===== src/rtl/evt_irq_pkg.sv =====
package evt_irq_pkg;

   // Which register group an address falls into.
   typedef enum logic [1:0] {
      RK_NONE      = 2'd0,
      RK_STATUS    = 2'd1,
      RK_LINE_MASK = 2'd2,
      RK_CAPT_MASK = 2'd3
   } reg_kind_e;

   // Number of register groups, each holding one register per bank.
   localparam int unsigned REG_GROUPS = 3;

endpackage


===== src/rtl/evt_edge_det.sv =====
module evt_edge_det #(
   parameter int unsigned WIDTH = 8
) (
   input  logic             clk,
   input  logic             rst_n,
   input  logic [WIDTH-1:0] lvl_in,
   output logic [WIDTH-1:0] rise_out
);

   generate
      if (WIDTH < 1) begin : g_bad_width
         $error("evt_edge_det: WIDTH must be at least 1");
      end
   endgenerate

   logic [WIDTH-1:0] lvl_d;

   always_ff @(posedge clk or negedge rst_n) begin
      if (!rst_n) lvl_d <= '0;
      else        lvl_d <= lvl_in;
   end

   assign rise_out = lvl_in & ~lvl_d;

endmodule


===== src/rtl/evt_irq_bank.sv =====
module evt_irq_bank #(
   parameter int unsigned BANK_W = 8
) (
   input  logic              clk,
   input  logic              rst_n,
   input  logic [BANK_W-1:0] rise,
   input  logic              sts_we,
   input  logic              lmsk_we,
   input  logic              cmsk_we,
   input  logic [BANK_W-1:0] wdata,
   output logic [BANK_W-1:0] sts_q,
   output logic [BANK_W-1:0] lmsk_q,
   output logic [BANK_W-1:0] cmsk_q,
   output logic              pend
);

   logic [BANK_W-1:0] clr_bits;
   logic [BANK_W-1:0] set_bits;
   logic [BANK_W-1:0] sts_d;

   // Write-one-to-clear; a captured edge in the same cycle wins.
   assign clr_bits = sts_we ? wdata : '0;
   assign set_bits = rise & ~cmsk_q;
   assign sts_d    = (sts_q & ~clr_bits) | set_bits;

   always_ff @(posedge clk or negedge rst_n) begin
      if (!rst_n) begin
         sts_q  <= '0;
         lmsk_q <= '1;
         cmsk_q <= '1;
      end else begin
         sts_q <= sts_d;
         if (lmsk_we) lmsk_q <= wdata;
         if (cmsk_we) cmsk_q <= wdata;
      end
   end

   assign pend = |(sts_q & ~lmsk_q & ~cmsk_q);

endmodule


===== src/rtl/evt_irq_regmux.sv =====
module evt_irq_regmux
   import evt_irq_pkg::*;
#(
   parameter int unsigned NUM_BANKS = 3,
   parameter int unsigned BANK_W    = 8,
   parameter int unsigned ADDR_W    = 4
) (
   input  logic                              wr_en,
   input  logic [ADDR_W-1:0]                 addr,
   input  logic [NUM_BANKS-1:0][BANK_W-1:0]  sts,
   input  logic [NUM_BANKS-1:0][BANK_W-1:0]  lmsk,
   input  logic [NUM_BANKS-1:0][BANK_W-1:0]  cmsk,
   output logic [NUM_BANKS-1:0]              sts_we,
   output logic [NUM_BANKS-1:0]              lmsk_we,
   output logic [NUM_BANKS-1:0]              cmsk_we,
   output logic [BANK_W-1:0]                 rdata
);

   localparam int unsigned SEL_W = (NUM_BANKS > 1) ? $clog2(NUM_BANKS) : 1;

   reg_kind_e        kind;
   logic [SEL_W-1:0] bank_sel;

   // Address decode: group base is group_index * NUM_BANKS.
   always_comb begin
      kind     = RK_NONE;
      bank_sel = '0;
      for (int b = 0; b < NUM_BANKS; b++) begin
         if (int'(addr) == b) begin
            kind     = RK_STATUS;
            bank_sel = SEL_W'(b);
         end
         if (int'(addr) == NUM_BANKS + b) begin
            kind     = RK_LINE_MASK;
            bank_sel = SEL_W'(b);
         end
         if (int'(addr) == 2 * NUM_BANKS + b) begin
            kind     = RK_CAPT_MASK;
            bank_sel = SEL_W'(b);
         end
      end
   end

   genvar gb;
   generate
      for (gb = 0; gb < NUM_BANKS; gb++) begin : g_we
         assign sts_we[gb]  = wr_en && (kind == RK_STATUS)    && (int'(bank_sel) == gb);
         assign lmsk_we[gb] = wr_en && (kind == RK_LINE_MASK) && (int'(bank_sel) == gb);
         assign cmsk_we[gb] = wr_en && (kind == RK_CAPT_MASK) && (int'(bank_sel) == gb);
      end
   endgenerate

   always_comb begin
      unique case (kind)
         RK_STATUS:    rdata = sts[bank_sel];
         RK_LINE_MASK: rdata = lmsk[bank_sel];
         RK_CAPT_MASK: rdata = cmsk[bank_sel];
         default:      rdata = '0;
      endcase
   end

endmodule


===== src/rtl/evt_irq_hub.sv =====
module evt_irq_hub
   import evt_irq_pkg::*;
#(
   parameter int unsigned NUM_BANKS = 3,
   parameter int unsigned BANK_W    = 8,
   parameter int unsigned ADDR_W    = 4
) (
   input  logic                           clk,
   input  logic                           rst_n,
   input  logic [NUM_BANKS*BANK_W-1:0]    evt_in,
   input  logic                           wr_en,
   input  logic [ADDR_W-1:0]              addr,
   input  logic [BANK_W-1:0]              wdata,
   output logic [BANK_W-1:0]              rdata,
   output logic                           irq_out
);

   localparam int unsigned NUM_SRC  = NUM_BANKS * BANK_W;
   localparam int unsigned NUM_REGS = REG_GROUPS * NUM_BANKS;

   generate
      if (NUM_BANKS < 1) begin : g_bad_banks
         $error("evt_irq_hub: NUM_BANKS must be at least 1");
      end
      if (BANK_W < 1) begin : g_bad_bw
         $error("evt_irq_hub: BANK_W must be at least 1");
      end
      if (NUM_REGS > (1 << ADDR_W)) begin : g_bad_aw
         $error("evt_irq_hub: ADDR_W too narrow for the register map");
      end
   endgenerate

   logic [NUM_SRC-1:0]                   rise_all;
   logic [NUM_BANKS-1:0][BANK_W-1:0]     sts_bk, lmsk_bk, cmsk_bk;
   logic [NUM_BANKS-1:0]                 sts_we, lmsk_we, cmsk_we;
   logic [NUM_BANKS-1:0]                 pend_bk;
   logic [NUM_SRC-1:0]                   sts_all, lmsk_all, cmsk_all;

   evt_edge_det #(.WIDTH(NUM_SRC)) u_edge (
      .clk      (clk),
      .rst_n    (rst_n),
      .lvl_in   (evt_in),
      .rise_out (rise_all)
   );

   genvar gb;
   generate
      for (gb = 0; gb < NUM_BANKS; gb++) begin : g_bank
         evt_irq_bank #(.BANK_W(BANK_W)) u_bank (
            .clk     (clk),
            .rst_n   (rst_n),
            .rise    (rise_all[gb*BANK_W +: BANK_W]),
            .sts_we  (sts_we[gb]),
            .lmsk_we (lmsk_we[gb]),
            .cmsk_we (cmsk_we[gb]),
            .wdata   (wdata),
            .sts_q   (sts_bk[gb]),
            .lmsk_q  (lmsk_bk[gb]),
            .cmsk_q  (cmsk_bk[gb]),
            .pend    (pend_bk[gb])
         );
      end
   endgenerate

   // Flat views, also used by the bound checker.
   assign sts_all  = sts_bk;
   assign lmsk_all = lmsk_bk;
   assign cmsk_all = cmsk_bk;

   evt_irq_regmux #(
      .NUM_BANKS (NUM_BANKS),
      .BANK_W    (BANK_W),
      .ADDR_W    (ADDR_W)
   ) u_regs (
      .wr_en   (wr_en),
      .addr    (addr),
      .sts     (sts_bk),
      .lmsk    (lmsk_bk),
      .cmsk    (cmsk_bk),
      .sts_we  (sts_we),
      .lmsk_we (lmsk_we),
      .cmsk_we (cmsk_we),
      .rdata   (rdata)
   );

   always_ff @(posedge clk or negedge rst_n) begin
      if (!rst_n) irq_out <= 1'b0;
      else        irq_out <= |pend_bk;
   end

endmodule


===== config.mk =====
export PLATFORM = sky130hd
export DESIGN_NAME = evt_irq_hub
export DESIGN_NICKNAME = d
export VERILOG_FILES = /design/src/rtl/evt_irq_pkg.sv /design/src/rtl/evt_edge_det.sv /design/src/rtl/evt_irq_bank.sv /design/src/rtl/evt_irq_regmux.sv /design/src/rtl/evt_irq_hub.sv
export SDC_FILE = /design/constraint.sdc
export NUM_CORES = 1
export LEC_CHECK = 0
export BUFFER_PORTS_ARGS = -buffer_cell sky130_fd_sc_hd__clkbuf_2
export CAP_MARGIN = 25
export CORE_ASPECT_RATIO = 0.9
export CORE_MARGIN = 10
export CORE_UTILIZATION = 60
export CTS_CLUSTER_SIZE = 28
export DETAILED_ROUTE_END_ITERATION = 8
export HOLD_SLACK_MARGIN = 0.06
export PLACE_DENSITY = 0.92
export SLEW_MARGIN = 15
export SYNTH_ARGS = -nofsm -noshare
export SYNTH_HDL_FRONTEND = slang
export SYNTH_SLANG_ARGS = --single-unit

===== constraint.sdc =====
create_clock -name clk -period 2.85 [get_ports clk]
set_input_delay 0 -clock clk [delete_from_list [all_inputs] [get_ports clk]]
set_output_delay 0 -clock clk [all_outputs]
set_load 0.02 [all_outputs]

==> qor.yml, run 1 <==
synth_fp_nets: 395
slew_violations: 0
worstSetupEndpointType: "output pin"
hpwl_um: 7340
gr-total-overflow: 0
fin_crit_ns: 2.06
fin_setup_tns_ns: 0
io_pins: 48
finalInstanceArea_um2: 5300
fin_nets: 480
crit_required_ns: 2.85
area_growth_pct: 20.1
port_buffers: 47
hold_buffers: 33
n_antenna_cell: 0
cts_setup_buffers: 0
avgSynthCellArea_um2: 12.4
ys_ff_latch: 97
peakVddDrop_mv: 0.487
yosysSeqAreaShare: 0.563
dr.pass1.iters: 5
clock_latency_ns: 0.38
tightestPinTransition_ns: 0.821
cts_root_buf: "clkbuf_8"
yosys-top-cells-area: "dfstp_2 (29%), dfrtp_1 (28%), mux2_2 (12%)"
cts_buffers: 9
ant_nets: 0
grt_pass1_vias: 3571
via_per_inst: 6.33
start_util: 0.621
die-width_um: 110
critPathMaxFanout: 5
hold_violations: 0
cts_buffer_depth: 2
fmax_ghz: 0.485
cts.sinks: 97
synth.largest_area_cell: "dfstp_2"
fp.dieH_um: 101
setup_violations: 0
cp.arrival_ns: 2.06
antenna_found_initial: 0
place_area_um2: 4730
clk_pin_slew_ns: 0.10
drv_cap: 0
start_kind: "flop"
gp_congestion: 0.882
wl_um: 11100
ys_warn_count: 0
yosysTopAreaCellShare: 0.286
drive_gt1_frac: 0.415
critical_path_class: "flop to output pin"
rows: 29
leakage_nw: 2.11
min_path_type: "input pin to asynchronous set/reset pin"
power_density_nw_per_um2: 657
cts_tree: "built"
rsz0062_at_grt: "no"
post_cts_resized: 0
drt_iter0_drc: 367
grt_pass1_wl_um: 18400
grt_max_degree: 88
period_share: 0.723
mostFrequentLayoutCells: "nor2_1 (49), mux2_2 (49), dfrtp_1 (49)"
status: "complete, no violations"
grtUsageTotal: 0.202
finClkSkew_ns: 0.0107
syn_area_um2: 4420
maxSlewHeadroom: 0.450
via_count: 3410
wl_per_cell_um: 20.6
core_um2: 7110
htreeDepth: 3
remaining_drc_errors: 0
syn-instance-count: 356
synth.distinct_cells: 40
dieArea_um2: 11200
[layout make-up]
cell class	instances	area (um^2)
clock buffers	12	165
clock inverters	4	48.8
fillers	457	1810
inverters	2	8.76
multi-input cells	246	1850
flip-flops and latches	97	2490
well taps	93	116
repair buffers	85	626
[where the power goes]
part	internal [mW]	switching, mW
clock	0.478	0.480
combinational	0.336	0.305
sequential	1.70	0.187
total	2.51	0.971
[routing by layer]
layer / part of all wire / up-vias / GRT usage
li1: - / 1486 / -
met3: 0.090 / 39 / 0.0703
met4: 0.029 / 0 / 0.0770
met2: 0.46 / 196 / 0.314
met5: 0 / - / 0
met1: 0.42 / 1689 / 0.257
[path summary, 6_finish.rpt]
kind,slack (ns),to,from,cells past startpoint
setup / recovery,0.79,rdata[1],g_bank[2].u_bank.sts_q[1]$_DFF_PN0_,6
hold / removal,0.10,irq_out$_DFF_PN0_,rst_n,2
setup reg to reg,1.17,irq_out$_DFF_PN0_,g_bank[2].u_bank.cmsk_q[4]$_DFFE_PN1P_,4
hold reg to reg,0.56,g_bank[1].u_bank.sts_q[3]$_DFF_PN0_,u_edge.lvl_d[11]$_DFF_PN0_,2
max in group asynchronous,1.93,g_bank[2].u_bank.cmsk_q[1]$_DFFE_PN1P_,rst_n,4
min in group clk,0.25,g_bank[1].u_bank.lmsk_q[4]$_DFFE_PN1P_,wr_en,4
[kinds of logic (layout without fill, tap and decap cells)]
kind of cell	after synthesis	count (layout)	synth area share
DFF	97	97	0.563
muxes	64	64	0.179
AOI/OAI and AO/OA	72	72	0.124
buffers and inverters	13	103	0.0178
and+or+nand+nor	110	110	0.116
[through the flow]
stage | hold slack (ns) | setup WS, ns | power, mW | utilization | instances
final | 0.101 | 0.788 | 3.48 | 0.745 | 539
after global routing | 0.144 | 0.686 | 3.64 | 0.745 | 539
after CTS | 0.241 | 0.796 | 3.48 | 0.742 | 538
after detailed placement | 0.126 | 0.892 | 2.49 | 0.665 | 489
after global placement | 0.125 | 0.987 | 2.45 | 0.665 | 489
after floorplan | -0.296 | 1.43 | 2.26 | - | 356
[flip-flops by register name, summed over array words and instances, names as in the netlist]
register and cells:
g_bank.u_bank.cmsk_q 24, g_bank.u_bank.lmsk_q 24, g_bank.u_bank.sts_q 24, irq_out 1
u_edge.lvl_d 24
[synth_stat cells, drive strengths merged]
master / n
a22o: 25
a22oi: 19
a311o: 1
a311oi: 1
a31oi: 1
a32o: 1
and2: 1
and3: 1
buf: 9
clkbuf: 2
clkinv: 1
dfrtp: 49
dfstp: 48
inv: 1
mux2: 49
mux2i: 8
mux4: 7
nand2: 38
nand2b: 1
nand3: 2
nand3b: 2
nand4: 2
nor2: 55
nor2b: 2
nor3: 3
nor3b: 1
nor4: 1
o211ai: 7
o21ai: 9
o22ai: 7
o31ai: 1
or4: 1
[critical path: stages (launching register included)]
cell,delay [ns]
dfrtp_1,0.48
nand3b_1,0.11
o21ai_0,0.12
a311o_1,0.39
a311oi_1,0.29
o31ai_1,0.11
clkbuf_2,0.18
Note: power is estimated with default switching activity, not from simulation.
==> inputs of run 2 (changes only) <==
--- a/config.mk
+++ b/config.mk
@@ -9,11 +9,11 @@
 export CAP_MARGIN = 25
 export CORE_ASPECT_RATIO = 0.9
 export CORE_MARGIN = 10
-export CORE_UTILIZATION = 60
+export CORE_UTILIZATION = 53
 export CTS_CLUSTER_SIZE = 28
 export DETAILED_ROUTE_END_ITERATION = 8
 export HOLD_SLACK_MARGIN = 0.06
-export PLACE_DENSITY = 0.92
+export PLACE_DENSITY = 0.87
 export SLEW_MARGIN = 15
 export SYNTH_ARGS = -nofsm -noshare
 export SYNTH_HDL_FRONTEND = slang
==> constraint.sdc (replaced) <==
create_clock -name clk -period 1.8 [get_ports clk]
set_input_delay 0 -clock clk [delete_from_list [all_inputs] [get_ports clk]]
set_output_delay 0 -clock clk [all_outputs]
set_load 0.02 [all_outputs]
==> qor.yml, run 2 (synthesis results as in run 1) <==
utilization: 0.675  # -0.0706
cpPeakStageDelay_ns: 0.42  # -0.06 ns
antenna_found_initial: 0  # unchanged
ff2ff_path_depth: 4  # unchanged
area_growth_pct: 23.3
place_area_um2: 4900  # +3.7%
grt_max_degree: 47  # -47%
peakVddDrop_mv: 0.683  # +40%
mostFrequentLayoutCells: "nor2_1 (49), mux2_2 (49), dfrtp_1 (49)"
combPwrFrac: 0.200  # +0.016
wl_um: 11700  # +5.5%
period_share: 0.983
setup_violations: 0  # unchanged
grtUsageTotal: 0.193  # -0.00871
layout.cells.non_filler: 566  # +5.0%
power_frac_seq: 0.561  # +0.020
power_density_nw_per_um2: 973  # +48%
status: "complete, no violations"
min_path_type: "input pin to asynchronous set/reset pin"
tightestPinTransition_ns: 0.537  # -0.284 ns
fin_setup_tns_ns: 0  # unchanged
hold_violations: 0  # unchanged
crit_slowest_cell: "dfrtp_1"
crit_required_ns: 1.80  # -1.05 ns
grt_pass1_wl_um: 18800  # +2.5%
rsz0062_at_grt: "yes"
start_util: 0.547  # -0.0736
drv_cap: 0  # unchanged
n_antenna_cell: 0  # unchanged
fillers: 601  # +32%
cts_buffer_depth: 2  # unchanged
fp.dieH_um: 107  # +5.1%
fin_crit_ns: 1.77
internal-power_mw: 3.75  # +49%
placed_cells: 514  # +5.1%
fin_nets: 501  # +4.4%
critPathMaxFanout: 4  # -1
finClkSkew_ns: 0.00743  # -0.00326 ns
slew_violations: 0  # unchanged
leakage_nw: 2.19  # +4.0%
cts.sinks: 97  # unchanged
dieArea_um2: 12400  # +11%
crit_path_cell_trace: "mux2i_1 > nor4_1 > a311o_1 > a311oi_2 > o31ai_1 > buf_4"
clock_latency_ns: 0.37  # about the same
start_kind: "flop"
clockPowerShare: 0.239  # -0.036
p_sw_frac: 0.292  # +0.0126
remaining_drc_errors: 0  # unchanged
core_um2: 8070  # +13%
cts_tree: "built"
cp.arrival_ns: 1.77  # -0.29 ns
die-width_um: 116  # +5.2%
gr-total-overflow: 0  # unchanged
fmax_ghz: 0.565
drt_iter0_drc: 285  # -22%
hpwl_um: 8120  # +11%
grt_pass1_vias: 3652  # +2.3%
io_pins: 48  # unchanged
p_sw_mw: 1.54  # +59%
via_per_inst: 6.10  # -3.6%
gp_congestion: 0.891  # +1.1%
maxSlewHeadroom: 0.641  # +0.190
finalInstanceArea_um2: 5440  # +2.7%
critical_path_class: "flop to output pin"
port_buffers: 47  # unchanged
worstSetupEndpointType: "output pin"
drive_gt1_frac: 0.443  # +0.0285
clk_pin_slew_ns: 0.09  # about the same
cts_buffers: 9  # unchanged
ant_nets: 0  # unchanged
wl_per_cell_um: 20.7  # +0.45%
rows: 31  # +6.9%
htreeDepth: 3  # unchanged
cts_root_buf: "clkbuf_8"
via_count: 3451  # +1.2%
dr.pass1.iters: 5  # unchanged
-- run 2: changes by cell type in the layout (fill, tap and decap cells not counted), sizes merged --
cell | before | now
clkbuf | 58 | 54
bufinv | 1 | 0
clkinv | 3 | 5
clkinvlp | 0 | 1
buf | 6 | 29
-- run 2: final timing paths --
check / startpoint / to / slack [ns]
min reg2reg: g_bank[0].u_bank.sts_q[1]$_DFF_PN0_ / g_bank[0].u_bank.sts_q[1]$_DFF_PN0_ / 0.55
min: rst_n / u_edge.lvl_d[22]$_DFF_PN0_ / 0.10
max in group asynchronous: rst_n / g_bank[0].u_bank.lmsk_q[0]$_DFFE_PN1P_ / 1.02
max reg2reg: g_bank[0].u_bank.cmsk_q[5]$_DFFE_PN1P_ / irq_out$_DFF_PN0_ / 0.22
max: g_bank[2].u_bank.sts_q[1]$_DFF_PN0_ / rdata[1] / 0.03
min in group clk: wr_en / g_bank[2].u_bank.cmsk_q[5]$_DFFE_PN1P_ / 0.23
-- run 2: routing by layer --
metal | track usage | share of wire | vias to the layer above | routed length, um
li1 | - | - | 1527 | -
met1 | 0.261 | 0.44 | 1716 | 5120
met2 | 0.294 | 0.46 | 171 | 5360
met3 | 0.0546 | 0.079 | 37 | 922
met4 | 0.0652 | 0.027 | 0 | 318
met5 | 0 | 0 | - | 0
-- run 2: cell type report --
type / instances / area (um^2) / area share
Timing Repair Buffer: 106 / 793 / 0.146
Clock buffer: 10 / 128 / 0.0234
Sequential cell: 97 / 2490 / 0.457
Inverter: 2 / 8.76 / 0.00161
Multi-Input combinational cell: 246 / 1860 / 0.342
Tap cell: 99 / 124 / 0.0228
Clock inverter: 6 / 43.8 / 0.00804
-- run 2: critical path, delay by kind of cell (launching register included) --
kind                   cells  cell delay (ns)
flip-flops                 1             0.42
multiplexers               1             0.16
AND/OR/NAND/NOR            1             0.07
buffers and inverters      1             0.17
AO/OA/AOI/OAI              3             0.59
-- run 2: what timing repair did --
item | CTS | global route
hold buffers | 33 | 0
pin swaps | 2 | 0
gates resized for setup | 2 | 6
buffers inserted | 2 | 1
endpoints found under the setup margin | 1 | 2
hold endpoints to repair | 163 | 0
cloned | 0 | 0
-- run 2: power by group through the flow --
stage | Combinational [mW] | Sequential (mW) | Clock [mW]
global route | 1.16 | 3.02 | 1.38
global placement | 0.936 | 2.97 | 0
detailed placement | 0.977 | 3.00 | 0
finish | 1.06 | 2.97 | 1.27
floorplan | 0.680 | 2.90 | 0
CTS | 1.05 | 2.96 | 1.29
-- run 2: metrics by stage --
| stage | hold slack, ns | total power, mW | setup WS [ns] |
|---|---|---|---|
| detailed placement | -0.0386 | 3.98 | 0.211 |
| finish | 0.100 | 5.29 | 0.0303 |
| global route | 0.121 | 5.56 | -0.0599 |
| floorplan | -0.296 | 3.58 | 0.383 |
| CTS | 0.0993 | 5.30 | 0.0342 |
| global placement | -0.0399 | 3.91 | 0.238 |
==> inputs of run 3 (changes only) <==
--- a/config.mk
+++ b/config.mk
@@ -9,11 +9,11 @@
 export CAP_MARGIN = 25
 export CORE_ASPECT_RATIO = 0.9
 export CORE_MARGIN = 10
-export CORE_UTILIZATION = 53
+export CORE_UTILIZATION = 58
 export CTS_CLUSTER_SIZE = 28
 export DETAILED_ROUTE_END_ITERATION = 8
 export HOLD_SLACK_MARGIN = 0.06
-export PLACE_DENSITY = 0.87
+export PLACE_DENSITY = 0.9
 export SLEW_MARGIN = 15
 export SYNTH_ARGS = -nofsm -noshare
 export SYNTH_HDL_FRONTEND = slang
==> constraint.sdc (replaced) <==
create_clock -name clk -period 1.84 [get_ports clk]
set_input_delay 0 -clock clk [delete_from_list [all_inputs] [get_ports clk]]
set_output_delay 0 -clock clk [all_outputs]
set_load 0.02 [all_outputs]
==> qor.yml, run 3 (synthesis results as in run 1) <==
status: "complete, no violations"
grt_max_degree: 58  # +23%
grt_pass1_wl_um: 18800  # +0.11%
via_per_inst: 6.10  # about the same
fin_setup_tns_ns: 0  # unchanged
dr.pass1.iters: 4  # -1
m1WireLength_um: 4800  # -6.3%
start_kind: "flop"
port_buffers: 47  # unchanged
slew_violations: 0  # unchanged
min_path_type: "input pin to asynchronous set/reset pin"
grtUsageTotal: 0.206  # +0.0130
critPathLaunch: "g_bank[1].u_bank.sts_q[1]$_DFF_PN0_"
fin_crit_ns: 1.80
htreeDepth: 3  # unchanged
gp_congestion: 0.966  # +8.5%
grt_pass1_vias: 3664  # +0.33%
core_um2: 7470  # -7.4%
crit_required_ns: 1.84  # +0.04 ns
cp.arrival_ns: 1.80  # +0.03 ns
finalPower_mw: 5.27  # -0.39%
wl_per_cell_um: 20.9  # +0.83%
finClkSkew_ns: 0.0147  # +0.00729 ns
start_util: 0.591  # +0.0438
io_pins: 48  # unchanged
mostFrequentLayoutCells: "nor2_1 (49), mux2_2 (49), dfrtp_1 (49)"
rows: 30  # -3.2%
layout.cells.non_filler: 564  # -0.35%
detailedPlace.worstSlack_ns: 0.237  # +0.0258 ns
drv_cap: 0  # unchanged
remaining_drc_errors: 0  # unchanged
leakage_nw: 2.20  # +0.41%
power_density_nw_per_um2: 964  # -0.87%
r2r_end: "irq_out$_DFF_PN0_"
setup_slack_ns: 0.0366  # +0.00636 ns
fillers: 487  # -19%
cts.sinks: 97  # unchanged
fp.dieH_um: 103  # -3.6%
die-width_um: 112  # -3.6%
dr_wl_met3_um: 1090  # +18%
clock_latency_ns: 0.37  # about the same
drt_iter0_drc: 388  # +36%
rsz0062_at_grt: "yes"
critical_path_class: "flop to output pin"
reg2reg_from: "g_bank[0].u_bank.cmsk_q[7]$_DFFE_PN1P_"
cts_tree: "built"
setup_violations: 0  # unchanged
hpwl_um: 8120  # about the same
fin_nets: 502  # +0.20%
route.top_layer_used: "met4"
maxSlewHeadroom: 0.664  # +0.0231
peakVddDrop_mv: 0.606  # -11%
drive_gt1_frac: 0.444  # +0.00119
worstSetupEndpointType: "output pin"
gr-total-overflow: 0  # unchanged
period_share: 0.980
ff2ff_path_depth: 4  # unchanged
fmax_ghz: 0.555
wl_met2_um: 5590  # +4.2%
placed_cells: 512  # -0.39%
antenna_found_initial: 0  # unchanged
area_growth_pct: 23.9
via_count: 3439  # -0.35%
hold_violations: 0  # unchanged
n_antenna_cell: 0  # unchanged
critPathMaxFanout: 4  # unchanged
cts_buffers: 9  # unchanged
utilization: 0.732  # +0.0575
tightestPinTransition_ns: 0.504  # -0.0330 ns
cts_buffer_depth: 2  # unchanged
ant_nets: 0  # unchanged
wl_um: 11800  # +0.48%
cts_root_buf: "clkbuf_8"
rrSetupSlack_ns: 0.27  # +0.05 ns
dieArea_um2: 11500  # -7.1%
clk_pin_slew_ns: 0.09  # about the same
[run 3: changes by cell type in the layout (fill, tap and decap cells not counted), sizes merged]
cell and delta:
buf -1, clkbuf +3, clkinv -4, clkinvlp +1, dlygate4sd3 +1, inv +1
[run 3: what timing repair did]
action,CTS,global route
resized for setup,3,3
endpoints found under the hold margin,150,0
hold buffers,34,0
setup buffers,2,0
setup endpoints to repair,1,1
pin swaps,2,0
[run 3: metrics by stage]
stage	hold WS, ns	cell area (um^2)
after floorplan	-0.296	4420
after global placement	-0.123	4910
after detailed placement	-0.119	4910
after CTS	0.183	5460
after global routing	0.183	5470
final	0.186	5470
[run 3: how the worst max path moves through the flow]
stage	to	slack, ns	cells past startpoint
6_report	rdata[1]	0.04	6
5_1_grt	rdata[1]	-0.08	6
4_1_cts	rdata[1]	0.03	6
3_5_place_dp	g_bank[0].u_bank.sts_q[4]$_DFF_PN0_	0.24	6
3_3_place_gp	irq_out$_DFF_PN0_	0.29	4
2_1_floorplan	irq_out$_DFF_PN0_	0.42	4
[run 3: worst max-delay path, stage by stage (launching register included)]
cell      delay (ns)
dfrtp_1         0.42
mux2i_1         0.17
nor4_2          0.06
a311o_1         0.29
a311oi_2        0.21
o31ai_1         0.11
buf_4           0.18
[run 3: report_power, final]
group / internal [mW] / total [mW] / switching, mW / leakage, nW
Clock: 0.576 / 1.33 / 0.754 / 0.0896
Combinational: 0.544 / 1.03 / 0.489 / 1.10
Sequential: 2.63 / 2.91 / 0.284 / 1.01
Total: 3.75 / 5.27 / 1.53 / 2.20
[run 3: per-layer routing]
layer | up-vias | global-route usage
li1 | 1527 | -
met1 | 1706 | 0.263
met2 | 169 | 0.329
met3 | 37 | 0.0576
met4 | 0 | 0.0838
met5 | - | 0
[run 3: cell type report]
cell class              count  area [um^2]  area share
clock buffers              12          155      0.0284
clock inverters             4         32.5     0.00595
inverters                   2         8.76     0.00160
well taps                  96          120      0.0220
multi-input cells         246         1870       0.341
repair buffers            107          801       0.146
flip-flops and latches     97         2490       0.455
